File: src/rtl/irqc_pkg.sv
package irqc_pkg;

  localparam int NSRC      = 5;
  localparam int REG_W     = 8;
  localparam int VEC_W     = 8;
  localparam int VEC_STEP  = 4;
  localparam int VEC_HOLE  = 2;

  // source index doubles as priority: lower index wins
  typedef enum logic [2:0] {
    SRC_EXT = 3'd0,
    SRC_T0  = 3'd1,
    SRC_T2  = 3'd2,
    SRC_T3  = 3'd3,
    SRC_DAC = 3'd4
  } src_e;

  // register A bit positions
  localparam int A_GIE    = 0;
  localparam int A_EN_EXT = 1;
  localparam int A_EN_T0  = 2;
  localparam int A_FL_EXT = 4;
  localparam int A_FL_T0  = 5;

  // register B bit positions
  localparam int B_EN_T2  = 0;
  localparam int B_EN_T3  = 1;
  localparam int B_EN_DAC = 2;
  localparam int B_FL_T2  = 4;
  localparam int B_FL_T3  = 5;
  localparam int B_FL_DAC = 6;

  // vector slots are spaced by VEC_STEP; one slot after timer 0 is left empty
  function automatic logic [VEC_W-1:0] vector_of(input int unsigned idx);
    int unsigned slot;
    slot = (idx < VEC_HOLE) ? idx + 1 : idx + 2;
    return VEC_W'(slot * VEC_STEP);
  endfunction

endpackage

File: src/rtl/irqc_edge_sync.sv
module irqc_edge_sync #(
  parameter int STAGES = 2
) (
  input  logic clk,
  input  logic rst_n,
  input  logic async_in,
  output logic fall_pulse
);

  logic [STAGES-1:0] sync_q;
  logic              prev_q;
  logic [STAGES-1:0] sync_n;

  always_comb begin
    sync_n = {sync_q[STAGES-2:0], async_in};
  end

  // idle level is high so leaving reset never looks like an edge
  always_ff @(posedge clk or negedge rst_n) begin
    if (!rst_n) begin
      sync_q <= '1;
      prev_q <= 1'b1;
    end else begin
      sync_q <= sync_n;
      prev_q <= sync_q[STAGES-1];
    end
  end

  assign fall_pulse = prev_q & ~sync_q[STAGES-1];

  AST_FALL_SINGLE: assert property (@(posedge clk) disable iff (!rst_n)
    fall_pulse |=> !fall_pulse);

endmodule

File: src/rtl/irqc_flag_bank.sv
module irqc_flag_bank
  import irqc_pkg::*;
(
  input  logic             clk,
  input  logic             rst_n,
  input  logic [NSRC-1:0]  hw_set,
  input  logic             wr_a,
  input  logic             wr_b,
  input  logic [REG_W-1:0] wdata,
  input  logic             ack_fire,
  input  logic [NSRC-1:0]  ack_clr,
  input  logic             reti,
  output logic             gie,
  output logic [NSRC-1:0]  en,
  output logic [NSRC-1:0]  flag,
  output logic [REG_W-1:0] rdata_a,
  output logic [REG_W-1:0] rdata_b
);

  logic            gie_q, gie_n;
  logic [NSRC-1:0] en_q, en_n;
  logic [NSRC-1:0] flag_q, flag_n, flag_sw;
  logic            ctl_upd;
  logic            flag_upd;
  logic            unused_wbits;

  assign unused_wbits = ^{wdata[7], wdata[3]};

  always_comb begin
    gie_n   = gie_q;
    en_n    = en_q;
    flag_sw = flag_q;
    if (wr_a) begin
      gie_n            = wdata[A_GIE];
      en_n[SRC_EXT]    = wdata[A_EN_EXT];
      en_n[SRC_T0]     = wdata[A_EN_T0];
      flag_sw[SRC_EXT] = wdata[A_FL_EXT];
      flag_sw[SRC_T0]  = wdata[A_FL_T0];
    end
    if (wr_b) begin
      en_n[SRC_T2]     = wdata[B_EN_T2];
      en_n[SRC_T3]     = wdata[B_EN_T3];
      en_n[SRC_DAC]    = wdata[B_EN_DAC];
      flag_sw[SRC_T2]  = wdata[B_FL_T2];
      flag_sw[SRC_T3]  = wdata[B_FL_T3];
      flag_sw[SRC_DAC] = wdata[B_FL_DAC];
    end
    if (reti)     gie_n = 1'b1;
    if (ack_fire) gie_n = 1'b0;
    // hardware set is applied last so it beats any clear
    flag_n = (flag_sw & ~(ack_fire ? ack_clr : '0)) | hw_set;
  end

  assign ctl_upd  = wr_a | wr_b | reti | ack_fire;
  assign flag_upd = ctl_upd | (|hw_set);

  always_ff @(posedge clk or negedge rst_n) begin
    if (!rst_n) begin
      gie_q  <= 1'b0;
      en_q   <= '0;
      flag_q <= '0;
    end else begin
      if (ctl_upd) begin
        gie_q <= gie_n;
        en_q  <= en_n;
      end
      if (flag_upd) flag_q <= flag_n;
    end
  end

  always_comb begin
    rdata_a           = '0;
    rdata_a[A_GIE]    = gie_q;
    rdata_a[A_EN_EXT] = en_q[SRC_EXT];
    rdata_a[A_EN_T0]  = en_q[SRC_T0];
    rdata_a[A_FL_EXT] = flag_q[SRC_EXT];
    rdata_a[A_FL_T0]  = flag_q[SRC_T0];
    rdata_b           = '0;
    rdata_b[B_EN_T2]  = en_q[SRC_T2];
    rdata_b[B_EN_T3]  = en_q[SRC_T3];
    rdata_b[B_EN_DAC] = en_q[SRC_DAC];
    rdata_b[B_FL_T2]  = flag_q[SRC_T2];
    rdata_b[B_FL_T3]  = flag_q[SRC_T3];
    rdata_b[B_FL_DAC] = flag_q[SRC_DAC];
  end

  assign gie  = gie_q;
  assign en   = en_q;
  assign flag = flag_q;

  AST_HW_SET_WINS: assert property (@(posedge clk) disable iff (!rst_n)
    (|hw_set) |=> ((flag_q & $past(hw_set)) == $past(hw_set)));

  AST_ACK_CLEARS_GIE: assert property (@(posedge clk) disable iff (!rst_n)
    ack_fire |=> !gie_q);

  AST_RETI_SETS_GIE: assert property (@(posedge clk) disable iff (!rst_n)
    (reti && !ack_fire) |=> gie_q);

endmodule

File: src/rtl/irqc_arbiter.sv
module irqc_arbiter
  import irqc_pkg::*;
(
  input  logic [NSRC-1:0]  ready,
  output logic [NSRC-1:0]  grant,
  output logic             any,
  output logic [VEC_W-1:0] vector
);

  genvar gi;
  generate
    for (gi = 0; gi < NSRC; gi++) begin : g_pri
      if (gi == 0) begin : g_top
        assign grant[gi] = ready[gi];
      end else begin : g_rest
        assign grant[gi] = ready[gi] & ~(|ready[gi-1:0]);
      end
    end
  endgenerate

  assign any = |ready;

  always_comb begin
    vector = '0;
    for (int i = 0; i < NSRC; i++) begin
      if (grant[i]) vector = vector | vector_of(i);
    end
  end

endmodule

File: src/rtl/irq_vector_ctrl.sv
module irq_vector_ctrl
  import irqc_pkg::*;
#(
  parameter int SYNC_STAGES = 2,
  parameter int RST_STAGES  = 2
) (
  input  logic             clk,
  input  logic             rst_n,
  input  logic             ext_irq_n,
  input  logic             tmr0_ovf,
  input  logic             tmr2_ovf,
  input  logic             tmr3_ovf,
  input  logic             dac_empty,
  input  logic             phase_strobe,
  input  logic             stack_full,
  input  logic             cpu_ack,
  input  logic             reti,
  input  logic             reg_sel,
  input  logic             reg_wr,
  input  logic [REG_W-1:0] reg_wdata,
  output logic [REG_W-1:0] reg_rdata,
  output logic             irq_req,
  output logic [VEC_W-1:0] irq_vec
);

  // reset: asserted asynchronously, released after RST_STAGES edges
  logic [RST_STAGES-1:0] rst_pipe;
  logic                  rst_int_n;

  always_ff @(posedge clk or negedge rst_n) begin
    if (!rst_n) rst_pipe <= '0;
    else        rst_pipe <= {rst_pipe[RST_STAGES-2:0], 1'b1};
  end
  assign rst_int_n = rst_pipe[RST_STAGES-1];

  logic ext_fall;

  irqc_edge_sync #(.STAGES(SYNC_STAGES)) u_ext_sync (
    .clk        (clk),
    .rst_n      (rst_int_n),
    .async_in   (ext_irq_n),
    .fall_pulse (ext_fall)
  );

  logic [NSRC-1:0] hw_set;
  always_comb begin
    hw_set          = '0;
    hw_set[SRC_EXT] = ext_fall;
    hw_set[SRC_T0]  = tmr0_ovf;
    hw_set[SRC_T2]  = tmr2_ovf;
    hw_set[SRC_T3]  = tmr3_ovf;
    hw_set[SRC_DAC] = dac_empty;
  end

  logic             gie;
  logic [NSRC-1:0]  en, flag;
  logic [REG_W-1:0] rdata_a, rdata_b;
  logic             ack_fire;
  logic [NSRC-1:0]  grant_q, grant_n;
  logic             wr_a, wr_b;

  assign wr_a = reg_wr & ~reg_sel;
  assign wr_b = reg_wr &  reg_sel;

  irqc_flag_bank u_flags (
    .clk      (clk),
    .rst_n    (rst_int_n),
    .hw_set   (hw_set),
    .wr_a     (wr_a),
    .wr_b     (wr_b),
    .wdata    (reg_wdata),
    .ack_fire (ack_fire),
    .ack_clr  (grant_q),
    .reti     (reti),
    .gie      (gie),
    .en       (en),
    .flag     (flag),
    .rdata_a  (rdata_a),
    .rdata_b  (rdata_b)
  );

  assign reg_rdata = reg_sel ? rdata_b : rdata_a;

  logic [NSRC-1:0]  ready, grant;
  logic             any;
  logic [VEC_W-1:0] vector;

  assign ready = flag & en & {NSRC{gie}};

  irqc_arbiter u_arb (
    .ready  (ready),
    .grant  (grant),
    .any    (any),
    .vector (vector)
  );

  // request stage: loaded on strobe, cleared on acknowledge
  logic             req_q, req_n;
  logic [VEC_W-1:0] vec_q, vec_n;
  logic             take;
  logic             req_upd;

  assign ack_fire = cpu_ack & req_q;
  assign take     = any & ~stack_full;
  assign req_upd  = ack_fire | phase_strobe;

  always_comb begin
    req_n   = req_q;
    vec_n   = vec_q;
    grant_n = grant_q;
    if (ack_fire) begin
      req_n   = 1'b0;
      grant_n = '0;
    end else if (phase_strobe) begin
      req_n   = take;
      vec_n   = take ? vector : vec_q;
      grant_n = take ? grant : '0;
    end
  end

  always_ff @(posedge clk or negedge rst_int_n) begin
    if (!rst_int_n) begin
      req_q   <= 1'b0;
      vec_q   <= '0;
      grant_q <= '0;
    end else if (req_upd) begin
      req_q   <= req_n;
      vec_q   <= vec_n;
      grant_q <= grant_n;
    end
  end

  assign irq_req = req_q;
  assign irq_vec = vec_q;

  AST_GRANT_ONEHOT: assert property (@(posedge clk) disable iff (!rst_int_n)
    $onehot0(grant));

  AST_HOLD_BETWEEN_STROBES: assert property (@(posedge clk) disable iff (!rst_int_n)
    (!phase_strobe && !ack_fire) |=> ($stable(irq_req) && $stable(irq_vec)));

  AST_ACK_DROPS_REQ: assert property (@(posedge clk) disable iff (!rst_int_n)
    ack_fire |=> !irq_req);

  AST_STACK_FULL_BLOCKS: assert property (@(posedge clk) disable iff (!rst_int_n)
    (phase_strobe && stack_full) |=> !irq_req);

  AST_REQ_NEEDS_GIE: assert property (@(posedge clk) disable iff (!rst_int_n)
    $rose(irq_req) |-> $past(gie));

endmodule

File: config.mk
export PLATFORM = sky130hd
export DESIGN_NAME = irq_vector_ctrl
export DESIGN_NICKNAME = d
export VERILOG_FILES = /design/src/rtl/irqc_pkg.sv /design/src/rtl/irqc_edge_sync.sv /design/src/rtl/irqc_flag_bank.sv /design/src/rtl/irqc_arbiter.sv /design/src/rtl/irq_vector_ctrl.sv
export SDC_FILE = /design/constraint.sdc
export NUM_CORES = 1
export LEC_CHECK = 0
export ABC_AREA = 1
export CORE_MARGIN = 10
export CORE_UTILIZATION = 45
export DETAILED_ROUTE_END_ITERATION = 8
export GPL_TIMING_DRIVEN = 0
export MAX_ROUTING_LAYER = met4
export PLACE_DENSITY = 0.78
export SYNTH_ARGS = -nofsm -noshare
export SYNTH_HDL_FRONTEND = slang
export SYNTH_SLANG_ARGS = --single-unit
File: constraint.sdc
create_clock -name clk -period 1.1 [get_ports clk]
set_input_delay 0.33 -clock clk [delete_from_list [all_inputs] [get_ports clk]]
set_output_delay 0.33 -clock clk [all_outputs]
set_load 0.02 [all_outputs]
==> impl_results.html, run 1 <==
<table>
<tr><th>Metric</th><th>Value</th></tr>
<tr><th colspan="2">Setup path</th></tr>
<tr><td>Startpoint-to-endpoint class of the critical path</td><td>reg2out</td></tr>
<tr><td>Sort of element at the end of the critical path</td><td>primary output</td></tr>
<tr><td>Largest fanout of any net on the critical path</td><td>2</td></tr>
<tr><td>WP data arrival</td><td>1.04 ns</td></tr>
<tr><td>Critical path required time</td><td>0.77 ns</td></tr>
<tr><td>Worst Setup Start Kind</td><td>flop</td></tr>
<tr><th colspan="2">Cells and area</th></tr>
<tr><td>Non-filler instance count after layout</td><td>231</td></tr>
<tr><td>Fraction of layout instances using a drive strength above 1</td><td>31.3%</td></tr>
<tr><td>Diode count</td><td>0</td></tr>
<tr><td>Syn-to-layout area delta</td><td>45.9%</td></tr>
<tr><td>Summed area of non-filler cells in the final layout</td><td>1740 µm²</td></tr>
<tr><td>Number of nets in the layout</td><td>223</td></tr>
<tr><th colspan="2">Clock tree</th></tr>
<tr><td>Sink Count</td><td>25</td></tr>
<tr><td>CTS tree</td><td>built</td></tr>
<tr><td>H-Tree Level Count</td><td>1</td></tr>
<tr><td>CTS Root Buffer Type</td><td>sky130_fd_sc_hd__clkbuf_4</td></tr>
<tr><td>Number of buffers added to fix hold violations after cts</td><td>0</td></tr>
<tr><td>Maximum clock path buffer count</td><td>2</td></tr>
<tr><td>Total clock buffers created by CTS</td><td>3</td></tr>
<tr><td>Clock slew at the register clock pins of the worst setup and hold paths</td><td>0.14 ns</td></tr>
<tr><td>Clock latency of the later-clocked register in the worst-skew pair</td><td>0.32 ns</td></tr>
<tr><th colspan="2">Timing</th></tr>
<tr><td>Maximum clock frequency</td><td>729 MHz</td></tr>
<tr><td>Final Critical Period</td><td>1.37 ns</td></tr>
<tr><td>Unrepaired setup endpoints after global routing</td><td>yes</td></tr>
<tr><td>Fin worst setup slack</td><td>-0.272 ns</td></tr>
<tr><td>Final Setup Violations</td><td>19</td></tr>
<tr><td>Setup tns final</td><td>-2.97 ns</td></tr>
<tr><td>Slew margin rel.</td><td>65.8%</td></tr>
<tr><td>Hold Violations, Final</td><td>0</td></tr>
<tr><td>Fin Clk Skew</td><td>0.00573 ns</td></tr>
<tr><td>Pin slew with the least headroom to its limit</td><td>0.514 ns</td></tr>
<tr><td>Final-report max-slew violation count</td><td>0</td></tr>
<tr><td>Portion of the clock cycle consumed by the worst path in the final layout</td><td>125%</td></tr>
<tr><th colspan="2">Yosys</th></tr>
<tr><td>Post-synthesis cell area</td><td>1190 µm²</td></tr>
<tr><td>Syn Area/Cell</td><td>7.97 µm²</td></tr>
<tr><td>Sequential-to-total area share from yosys stat</td><td>52.7%</td></tr>
<tr><td>Cell types with the largest area share after synthesis</td><td>sky130_fd_sc_hd__dfrtp_1 46%, sky130_fd_sc_hd__nand2_1 14%, sky130_fd_sc_hd__inv_1 7.5%</td></tr>
<tr><td>Post-synthesis cell type with the largest combined area</td><td>sky130_fd_sc_hd__dfrtp_1</td></tr>
<tr><td>Number of flip-flops and latches in the synthesized netlist</td><td>25</td></tr>
<tr><td>Most frequent cell after synthesis</td><td>sky130_fd_sc_hd__nand2_1</td></tr>
<tr><td>Yosys top cell area share</td><td>46.1%</td></tr>
<tr><td>Synthesized instance count</td><td>150</td></tr>
<tr><td>Number of distinct library cells after synthesis</td><td>17</td></tr>
<tr><td>Post-synth EDFFs</td><td>0</td></tr>
<tr><td>Share of flip-flops with an asynchronous set or reset after synthesis</td><td>100%</td></tr>
<tr><td>Synth Warn #</td><td>0</td></tr>
<tr><td>Ranking of synthesized cells by instance count</td><td>46 x sky130_fd_sc_hd__nand2_1, 24 x sky130_fd_sc_hd__inv_1, 22 x sky130_fd_sc_hd__dfrtp_1</td></tr>
<tr><td>Flip-flop cell with the highest count after synthesis</td><td>sky130_fd_sc_hd__dfrtp_1</td></tr>
<tr><th colspan="2">Placed design</th></tr>
<tr><td>Placed instance count</td><td>214</td></tr>
<tr><td>Post-placement worst setup slack</td><td>-1.13 ns</td></tr>
<tr><td>Post-detail-place hpwl</td><td>2310 µm</td></tr>
<tr><td>Final weighted congestion of routability-driven global placement</td><td>0.910</td></tr>
<tr><td>Number of buffers added on ports</td><td>28</td></tr>
<tr><td>Area after detailed placement</td><td>1550 µm²</td></tr>
<tr><th colspan="2">Global routing</th></tr>
<tr><td>Vias in the first global route</td><td>1159</td></tr>
<tr><td>Gr ovfl total</td><td>0</td></tr>
<tr><td>Antenna violations before repair</td><td>0</td></tr>
<tr><td>Largest net degree at the start of global routing</td><td>24</td></tr>
<tr><td>Total GRT Usage</td><td>13.1%</td></tr>
<tr><td>First-pass GRT wire length</td><td>5390 µm</td></tr>
<tr><th colspan="2">Floorplanning</th></tr>
<tr><td>Full die area</td><td>5120 µm²</td></tr>
<tr><td>Area of the core region</td><td>2500 µm²</td></tr>
<tr><td>Total I/O pin count</td><td>38</td></tr>
<tr><td>Die boundary width</td><td>71.5 µm</td></tr>
<tr><td>Die outline height</td><td>71.5 µm</td></tr>
<tr><td>Initial standard-cell utilization of the core</td><td>47.8%</td></tr>
<tr><td>Number of rows created at floorplan</td><td>18</td></tr>
<tr><th colspan="2">Power</th></tr>
<tr><td>Total power</td><td>2.44 mW</td></tr>
<tr><td>Clock network fraction of total power</td><td>17.0%</td></tr>
<tr><td>Combinational cell fraction of total power</td><td>37.0%</td></tr>
<tr><td>PwrDens</td><td>1400 nW/µm²</td></tr>
<tr><td>Part of the total power dissipated in sequential elements</td><td>46.0%</td></tr>
<tr><td>Switching power total</td><td>0.833 mW</td></tr>
<tr><td>Cell internal power dissipation</td><td>1.61 mW</td></tr>
<tr><td>Peak supply drop</td><td>1.30 mV</td></tr>
<tr><td>Leakage power figure</td><td>0.940 nW</td></tr>
<tr><td>Switching Share</td><td>34.1%</td></tr>
<tr><th colspan="2">Routing</th></tr>
<tr><td>Via count</td><td>1128</td></tr>
<tr><td>Post-detailed-route via-to-cell ratio</td><td>4.88</td></tr>
<tr><td>Initial DRT Pass Iterations</td><td>4</td></tr>
<tr><td>Number of design-rule violations left by the first detailed-router iteration</td><td>60</td></tr>
<tr><td>Number of DRC violations after detailed routing</td><td>0</td></tr>
<tr><td>Post-detailed-route count of antenna-violating nets</td><td>0</td></tr>
<tr><td>Detail-routed net length per standard cell</td><td>14.0 µm</td></tr>
<tr><td>Detailed-route wire length</td><td>3230 µm</td></tr>
<tr><th colspan="2">Status</th></tr>
<tr><td>Status</td><td>finished, violations left</td></tr>
<tr><td>Failing checks</td><td>negative setup slack</td></tr>
<tr><th colspan="2">Flow run</th></tr>
<tr><td>Number of violations of the max-capacitance limit</td><td>0</td></tr>
<tr><th colspan="2">Worst hold path</th></tr>
<tr><td>Worst hold path class</td><td>in2async</td></tr>
</table>
critical path: stages, from the launching register on:
cell                      delay, ns
sky130_fd_sc_hd__dfrtp_1       0.37
sky130_fd_sc_hd__inv_1         0.06
sky130_fd_sc_hd__o21ai_1       0.13
sky130_fd_sc_hd__buf_4         0.16
final timing paths:
| path | start | endpoint | slack, ns | cells past startpoint |
|---|---|---|---|---|
| worst max-delay path | u_flags.flag[0] | reg_rdata[4] | -0.27 | 3 |
| worst min-delay path | rst_n | rst_pipe[0] | 0.15 | 1 |
| worst max register to register | u_flags.gie | irq_vec[3] | -0.16 | 8 |
| worst min register to register | rst_pipe[1] | u_flags.flag[0] | 0.25 | 0 |
| max in group asynchronous | rst_pipe[1] | u_flags.gie | 0.49 | 0 |
| min in group clk | u_ext_sync.sync_q[0] | u_ext_sync.sync_q[1] | 0.37 | 0 |
repair_timing:
item                       CTS  global route
setup endpoints to repair   30            23
pin swaps                    1             7
buffers inserted             8             5
resized for setup           74            17
layer usage:
layer  global-route usage, %  wire, µm  vias to the layer above
li1                        -         -                      556
met4                    3.87        43                        0
met3                    2.89       143                        7
met1                    15.1      1340                      542
met2                    22.2      1710                       23
met5                       -         0                        -
flip-flops by register name (all words and copies together) (netlist names):
register and cells:
u_flags.en 5, u_flags.gie 1, rst_pipe 2, irq_vec 3, u_ext_sync.sync_q 2, u_ext_sync.prev_q 1
u_flags.flag 5, grant_q 5, irq_req 1
cell families (layout without fill, tap and decap cells):
group                  after synthesis  count (layout)  synth area share [%]
other                                2               8                 0.629
flip-flops                          25              25                  52.7
AND/OR/NAND/NOR                     69              69                  23.7
AO/OA/AOI/OAI                       22              22                  10.8
buffers and inverters               32              77                  12.3
power groups by stage:
stage	Sequential (mW)	Clock, mW	Combinational [mW]
3_3_place_gp	1.14	0	0.678
3_5_place_dp	1.15	0	0.694
4_1_cts	1.12	0.420	0.794
2_1_floorplan	1.19	0	0.344
6_report	1.12	0.415	0.904
5_1_grt	1.14	0.466	0.984
cell usage in the layout (no fill, tap or decap):
master,count
sky130_fd_sc_hd__dlymetal6s2s_1,2
sky130_fd_sc_hd__nor2_1,8
sky130_fd_sc_hd__nand2_8,1
sky130_fd_sc_hd__dfstp_2,3
sky130_fd_sc_hd__nand3_1,6
sky130_fd_sc_hd__clkbuf_8,1
sky130_fd_sc_hd__clkbuf_1,1
sky130_fd_sc_hd__o21bai_1,4
sky130_fd_sc_hd__o22ai_1,5
sky130_fd_sc_hd__nor2_2,3
sky130_fd_sc_hd__inv_4,1
sky130_fd_sc_hd__nand3_2,3
sky130_fd_sc_hd__dfrtp_1,20
sky130_fd_sc_hd__buf_2,1
sky130_fd_sc_hd__clkdlybuf4s50_1,15
sky130_fd_sc_hd__o21ai_1,4
sky130_fd_sc_hd__inv_2,5
sky130_fd_sc_hd__nand2_1,41
sky130_fd_sc_hd__buf_4,21
sky130_fd_sc_hd__inv_1,18
sky130_fd_sc_hd__o211ai_1,1
sky130_fd_sc_hd__clkbuf_4,3
sky130_fd_sc_hd__a21oi_1,2
sky130_fd_sc_hd__o21ai_0,3
sky130_fd_sc_hd__nand2_2,6
sky130_fd_sc_hd__buf_6,9
sky130_fd_sc_hd__dfrtp_2,2
sky130_fd_sc_hd__nor2_4,1
sky130_fd_sc_hd__conb_1,8
sky130_fd_sc_hd__o21ai_2,3
through the flow:
| step | util [%] | hold WS (ns) |
|---|---|---|
| final | 69.7 | 0.149 |
| after global routing | 69.7 | 0.138 |
| after CTS | 66.3 | 0.157 |
| after detailed placement | 61.9 | 0.339 |
| after global placement | 61.9 | 0.339 |
| after floorplan | - | 0.0344 |
cell type report:
class                           count  area (µm²)
Multi-Input combinational cell     99         502
Sequential cell                    25         632
Clock buffer                        4        26.3
Tap cell                           30        37.5
Timing Repair Buffer               41         387
Fill cell                         198         757
Inverter                           24        92.6
Buffer                              8        66.3
Power figures use the tool's default switching activity.
==> inputs of run 2 (changes only) <==
--- a/config.mk
+++ b/config.mk
@@ -7,11 +7,12 @@
 export LEC_CHECK = 0
 export ABC_AREA = 1
 export CORE_MARGIN = 10
-export CORE_UTILIZATION = 45
+export CORE_UTILIZATION = 41
 export DETAILED_ROUTE_END_ITERATION = 8
 export GPL_TIMING_DRIVEN = 0
 export MAX_ROUTING_LAYER = met4
-export PLACE_DENSITY = 0.78
+export PLACE_DENSITY = 0.75
+export SLEW_MARGIN = 0
 export SYNTH_ARGS = -nofsm -noshare
 export SYNTH_HDL_FRONTEND = slang
 export SYNTH_SLANG_ARGS = --single-unit
==> constraint.sdc (replaced) <==
create_clock -name clk -period 1.2 [get_ports clk]
set_input_delay 0.36 -clock clk [delete_from_list [all_inputs] [get_ports clk]]
set_output_delay 0.36 -clock clk [all_outputs]
set_load 0.02 [all_outputs]
==> run 2 against run 1 <==
Effect of this change: hold slack improved by 0.019 ns; cell count rose by 3.5%; wire length rose by 1.5%; clock skew fell by 0.0024 ns; critical path type unchanged; the run still ends with negative setup slack left; register-to-register slack improved by 0.02 ns; sequential share of layout area fell by 1.2 points; power fell by 7.5%; worst setup slack improved by 0.061 ns; largest power group unchanged; final area rose by 3.3%.
==> impl_results.html, run 2 (synthesis gave the netlist of run 1 again) <==
<table>
<tr><th>Metric</th><th>Value</th></tr>
<tr><th colspan="2">Status</th></tr>
<tr><td>Status</td><td>finished, violations left (unchanged)</td></tr>
<tr><td>Failing checks</td><td>negative setup slack (unchanged)</td></tr>
<tr><th colspan="2">Setup path</th></tr>
<tr><td>Worst Setup Start Kind</td><td>flop (unchanged)</td></tr>
<tr><td>Sort of element at the end of the critical path</td><td>primary output (unchanged)</td></tr>
<tr><td>Startpoint-to-endpoint class of the critical path</td><td>reg2out (unchanged)</td></tr>
<tr><td>WP data arrival</td><td>1.05 ns (was 1.04 ns)</td></tr>
<tr><td>Worst path top cell family by delay</td><td>flip-flops (unchanged)</td></tr>
<tr><td>Critical path required time</td><td>0.84 ns (was 0.77 ns)</td></tr>
<tr><td>Largest fanout of any net on the critical path</td><td>2 (unchanged)</td></tr>
<tr><td>Buffers &amp; Inverters on Critical Path</td><td>2 (unchanged)</td></tr>
<tr><td>Cell-by-cell trace of the critical path</td><td>inv_2 -&gt; o21ai_4 -&gt; buf_6 (was inv_1 -&gt; o21ai_1 -&gt; buf_4)</td></tr>
<tr><td>Highest cell delay on the worst timing path</td><td>0.41 ns (was 0.37 ns)</td></tr>
<tr><td>Standard cell with the maximum stage delay on the critical path</td><td>sky130_fd_sc_hd__dfrtp_1 (unchanged)</td></tr>
<tr><th colspan="2">Global routing</th></tr>
<tr><td>Gr ovfl total</td><td>0 (unchanged)</td></tr>
<tr><td>Largest net degree at the start of global routing</td><td>24 (unchanged)</td></tr>
<tr><td>First-pass GRT wire length</td><td>5460 µm (was 5390 µm)</td></tr>
<tr><td>Total GRT Usage</td><td>12.8% (was 13.1%)</td></tr>
<tr><td>Vias in the first global route</td><td>1193 (was 1159)</td></tr>
<tr><td>Antenna violations before repair</td><td>0 (unchanged)</td></tr>
<tr><th colspan="2">Cells and area</th></tr>
<tr><td>Diode count</td><td>0 (unchanged)</td></tr>
<tr><td>Fillcell total</td><td>246 (was 198)</td></tr>
<tr><td>Multi-input gate area in the final layout</td><td>503 µm² (was 502 µm²)</td></tr>
<tr><td>Summed area of non-filler cells in the final layout</td><td>1800 µm² (was 1740 µm²)</td></tr>
<tr><td>Area occupied by registers</td><td>632 µm² (unchanged)</td></tr>
<tr><td>Syn-to-layout area delta</td><td>50.7% (was 45.9%)</td></tr>
<tr><td>Number of nets in the layout</td><td>230 (was 223)</td></tr>
<tr><td>Most frequent standard cell in the layout excluding fill and tap cells</td><td>sky130_fd_sc_hd__nand2_1 (unchanged)</td></tr>
<tr><td>Fraction of layout instances using a drive strength above 1</td><td>34.1% (was 31.3%)</td></tr>
<tr><td>Most used cells in the layout excluding fill and tap cells</td><td>44 x sky130_fd_sc_hd__nand2_1, 27 x sky130_fd_sc_hd__buf_4, 20 x sky130_fd_sc_hd__dfrtp_1 (was 41 x sky130_fd_sc_hd__nand2_1, 21 x sky130_fd_sc_hd__buf_4, 20 x sky130_fd_sc_hd__dfrtp_1)</td></tr>
<tr><th colspan="2">Clock tree</th></tr>
<tr><td>Clock latency of the later-clocked register in the worst-skew pair</td><td>0.33 ns (was 0.32 ns)</td></tr>
<tr><td>CTS Root Buffer Type</td><td>sky130_fd_sc_hd__clkbuf_4 (unchanged)</td></tr>
<tr><td>Clock slew at the register clock pins of the worst setup and hold paths</td><td>0.14 ns (about the same)</td></tr>
<tr><td>Maximum clock path buffer count</td><td>2 (unchanged)</td></tr>
<tr><td>Sink Count</td><td>25 (unchanged)</td></tr>
<tr><td>H-Tree Level Count</td><td>1 (unchanged)</td></tr>
<tr><td>Total clock buffers created by CTS</td><td>3 (unchanged)</td></tr>
<tr><td>CTS tree</td><td>built (unchanged)</td></tr>
<tr><th colspan="2">Power</th></tr>
<tr><td>Peak supply drop</td><td>0.957 mV (was 1.30 mV)</td></tr>
<tr><td>Combinational cell fraction of total power</td><td>37.2% (was 37.0%)</td></tr>
<tr><td>Switching power total</td><td>0.769 mW (was 0.833 mW)</td></tr>
<tr><td>Switching Share</td><td>34.0% (was 34.1%)</td></tr>
<tr><td>Clock network fraction of total power</td><td>17.0% (about the same)</td></tr>
<tr><td>PwrDens</td><td>1250 nW/µm² (was 1400 nW/µm²)</td></tr>
<tr><td>Leakage power figure</td><td>0.967 nW (was 0.940 nW)</td></tr>
<tr><td>Part of the total power dissipated in sequential elements</td><td>45.8% (was 46.0%)</td></tr>
<tr><td>Cell internal power dissipation</td><td>1.49 mW (was 1.61 mW)</td></tr>
<tr><th colspan="2">Floorplanning</th></tr>
<tr><td>Full die area</td><td>5470 µm² (was 5120 µm²)</td></tr>
<tr><td>Total I/O pin count</td><td>38 (unchanged)</td></tr>
<tr><td>Area of the core region</td><td>2780 µm² (was 2500 µm²)</td></tr>
<tr><td>Die outline height</td><td>74.0 µm (was 71.5 µm)</td></tr>
<tr><td>Initial standard-cell utilization of the core</td><td>43.0% (was 47.8%)</td></tr>
<tr><td>Number of rows created at floorplan</td><td>19 (was 18)</td></tr>
<tr><td>Die boundary width</td><td>74.0 µm (was 71.5 µm)</td></tr>
<tr><th colspan="2">Routing</th></tr>
<tr><td>Number of DRC violations after detailed routing</td><td>0 (unchanged)</td></tr>
<tr><td>Initial DRT Pass Iterations</td><td>5 (was 4)</td></tr>
<tr><td>Number of design-rule violations left by the first detailed-router iteration</td><td>45 (was 60)</td></tr>
<tr><td>Post-detailed-route count of antenna-violating nets</td><td>0 (unchanged)</td></tr>
<tr><td>Via count</td><td>1163 (was 1128)</td></tr>
<tr><td>Post-detailed-route via-to-cell ratio</td><td>4.87 (was 4.88)</td></tr>
<tr><td>Detailed-route wire length</td><td>3280 µm (was 3230 µm)</td></tr>
<tr><td>Detail-routed net length per standard cell</td><td>13.7 µm (was 14.0 µm)</td></tr>
<tr><th colspan="2">Timing</th></tr>
<tr><td>Hold Violations, Final</td><td>0 (unchanged)</td></tr>
<tr><td>Final-report max-slew violation count</td><td>0 (unchanged)</td></tr>
<tr><td>Slew margin rel.</td><td>65.8% (about the same)</td></tr>
<tr><td>Fin Clk Skew</td><td>0.00332 ns (was 0.00573 ns)</td></tr>
<tr><td>Fin worst setup slack</td><td>-0.210 ns (was -0.272 ns)</td></tr>
<tr><td>Pin slew with the least headroom to its limit</td><td>0.513 ns (was 0.514 ns)</td></tr>
<tr><td>Portion of the clock cycle consumed by the worst path in the final layout</td><td>118%</td></tr>
<tr><td>Final Critical Period</td><td>1.41 ns</td></tr>
<tr><td>Maximum clock frequency</td><td>709 MHz</td></tr>
<tr><td>Final Setup Violations</td><td>19 (unchanged)</td></tr>
<tr><td>Minimum hold slack</td><td>0.168 ns (was 0.149 ns)</td></tr>
<tr><td>Unrepaired setup endpoints after global routing</td><td>yes (unchanged)</td></tr>
<tr><th colspan="2">Worst hold path</th></tr>
<tr><td>Worst hold path class</td><td>in2async (unchanged)</td></tr>
<tr><th colspan="2">Placed design</th></tr>
<tr><td>Area after detailed placement</td><td>1550 µm² (about the same)</td></tr>
<tr><td>Number of buffers added on ports</td><td>28 (unchanged)</td></tr>
<tr><td>Post-detail-place hpwl</td><td>2300 µm (was 2310 µm)</td></tr>
<tr><td>Final weighted congestion of routability-driven global placement</td><td>0.846 (was 0.910)</td></tr>
<tr><td>Post-placement worst setup slack</td><td>-1.12 ns (was -1.13 ns)</td></tr>
<tr><th colspan="2">Flow run</th></tr>
<tr><td>Number of violations of the max-capacitance limit</td><td>0 (unchanged)</td></tr>
</table>
## run 2: cell types whose count changed in the layout (fill, tap and decap cells not counted), moves of 2 or more
cell and delta:
sky130_fd_sc_hd__inv_2 +3, sky130_fd_sc_hd__nand2_2 -2, sky130_fd_sc_hd__buf_4 +6, sky130_fd_sc_hd__o21ai_4 +2, sky130_fd_sc_hd__nand2_1 +3, sky130_fd_sc_hd__inv_1 -2, sky130_fd_sc_hd__o21ai_1 -3
## run 2: final cells by class
class,count,share of cell area [%]
multi-input cells,99,27.9
plain buffers,8,3.68
clock inverters,1,0.278
well taps,31,2.15
flip-flops and latches,25,35.1
repair buffers,48,24.6
clock buffers,3,1.25
inverters,24,5.00
## run 2: final timing paths
kind / from / end / slack, ns / depth (start not counted)
max: u_flags.flag[1] / reg_rdata[5] / -0.21 / 3
min: rst_n / rst_pipe[1] / 0.17 / 1
max reg2reg: u_flags.en[0] / irq_vec[3] / -0.14 / 9
min reg2reg: rst_pipe[1] / u_flags.flag[1] / 0.25 / 0
max in group asynchronous: rst_pipe[1] / u_flags.gie / 0.58 / 0
min in group clk: u_ext_sync.sync_q[0] / u_ext_sync.sync_q[1] / 0.37 / 0
## run 2: routing by layer
layer | track usage (%) | part of all wire, %
met5 | - | 0
met4 | 2.69 | 0.58
met3 | 3.99 | 8.5
met2 | 20.3 | 47
met1 | 15.6 | 44
## run 2: stage by stage
| stage | power, mW | std cells | TNS, ns | util [%] |
|---|---|---|---|---|
| after floorplan | 1.40 | 156 | -0.0916 | - |
| after global placement | 1.67 | 215 | -13.90 | 55.6 |
| after detailed placement | 1.68 | 215 | -14.05 | 55.6 |
| after CTS | 2.20 | 232 | -1.65 | 62.5 |
| after global routing | 2.40 | 239 | -3.54 | 64.7 |
| final | 2.26 | 239 | -2.09 | 64.7 |
## run 2: power by group through the flow
stage	Combinational (mW)	Sequential [mW]	Clock (mW)
floorplan	0.314	1.09	0
global placement	0.619	1.05	0
detailed placement	0.629	1.05	0
CTS	0.775	1.03	0.389
global route	0.924	1.05	0.428
finish	0.840	1.03	0.385
## run 2: timing repair
action | in CTS | in global routing
pin swaps | 1 | 4
endpoints found under the setup margin | 22 | 24
hold buffers | 0 | 0
gates cloned | 1 | 0
setup buffers | 12 | 7
gates resized for setup | 82 | 9
## run 2: worst register-to-register path: stages (launching register included)
cell and delay [ns]:
sky130_fd_sc_hd__dfrtp_1 0.42, sky130_fd_sc_hd__buf_4 0.14, sky130_fd_sc_hd__buf_4 0.12, sky130_fd_sc_hd__nand3_1 0.12
sky130_fd_sc_hd__nand2_2 0.12, sky130_fd_sc_hd__nor2_1 0.11, sky130_fd_sc_hd__nand2_1 0.09, sky130_fd_sc_hd__nand2_1 0.06
sky130_fd_sc_hd__nand2_1 0.05, sky130_fd_sc_hd__nand2_1 0.06
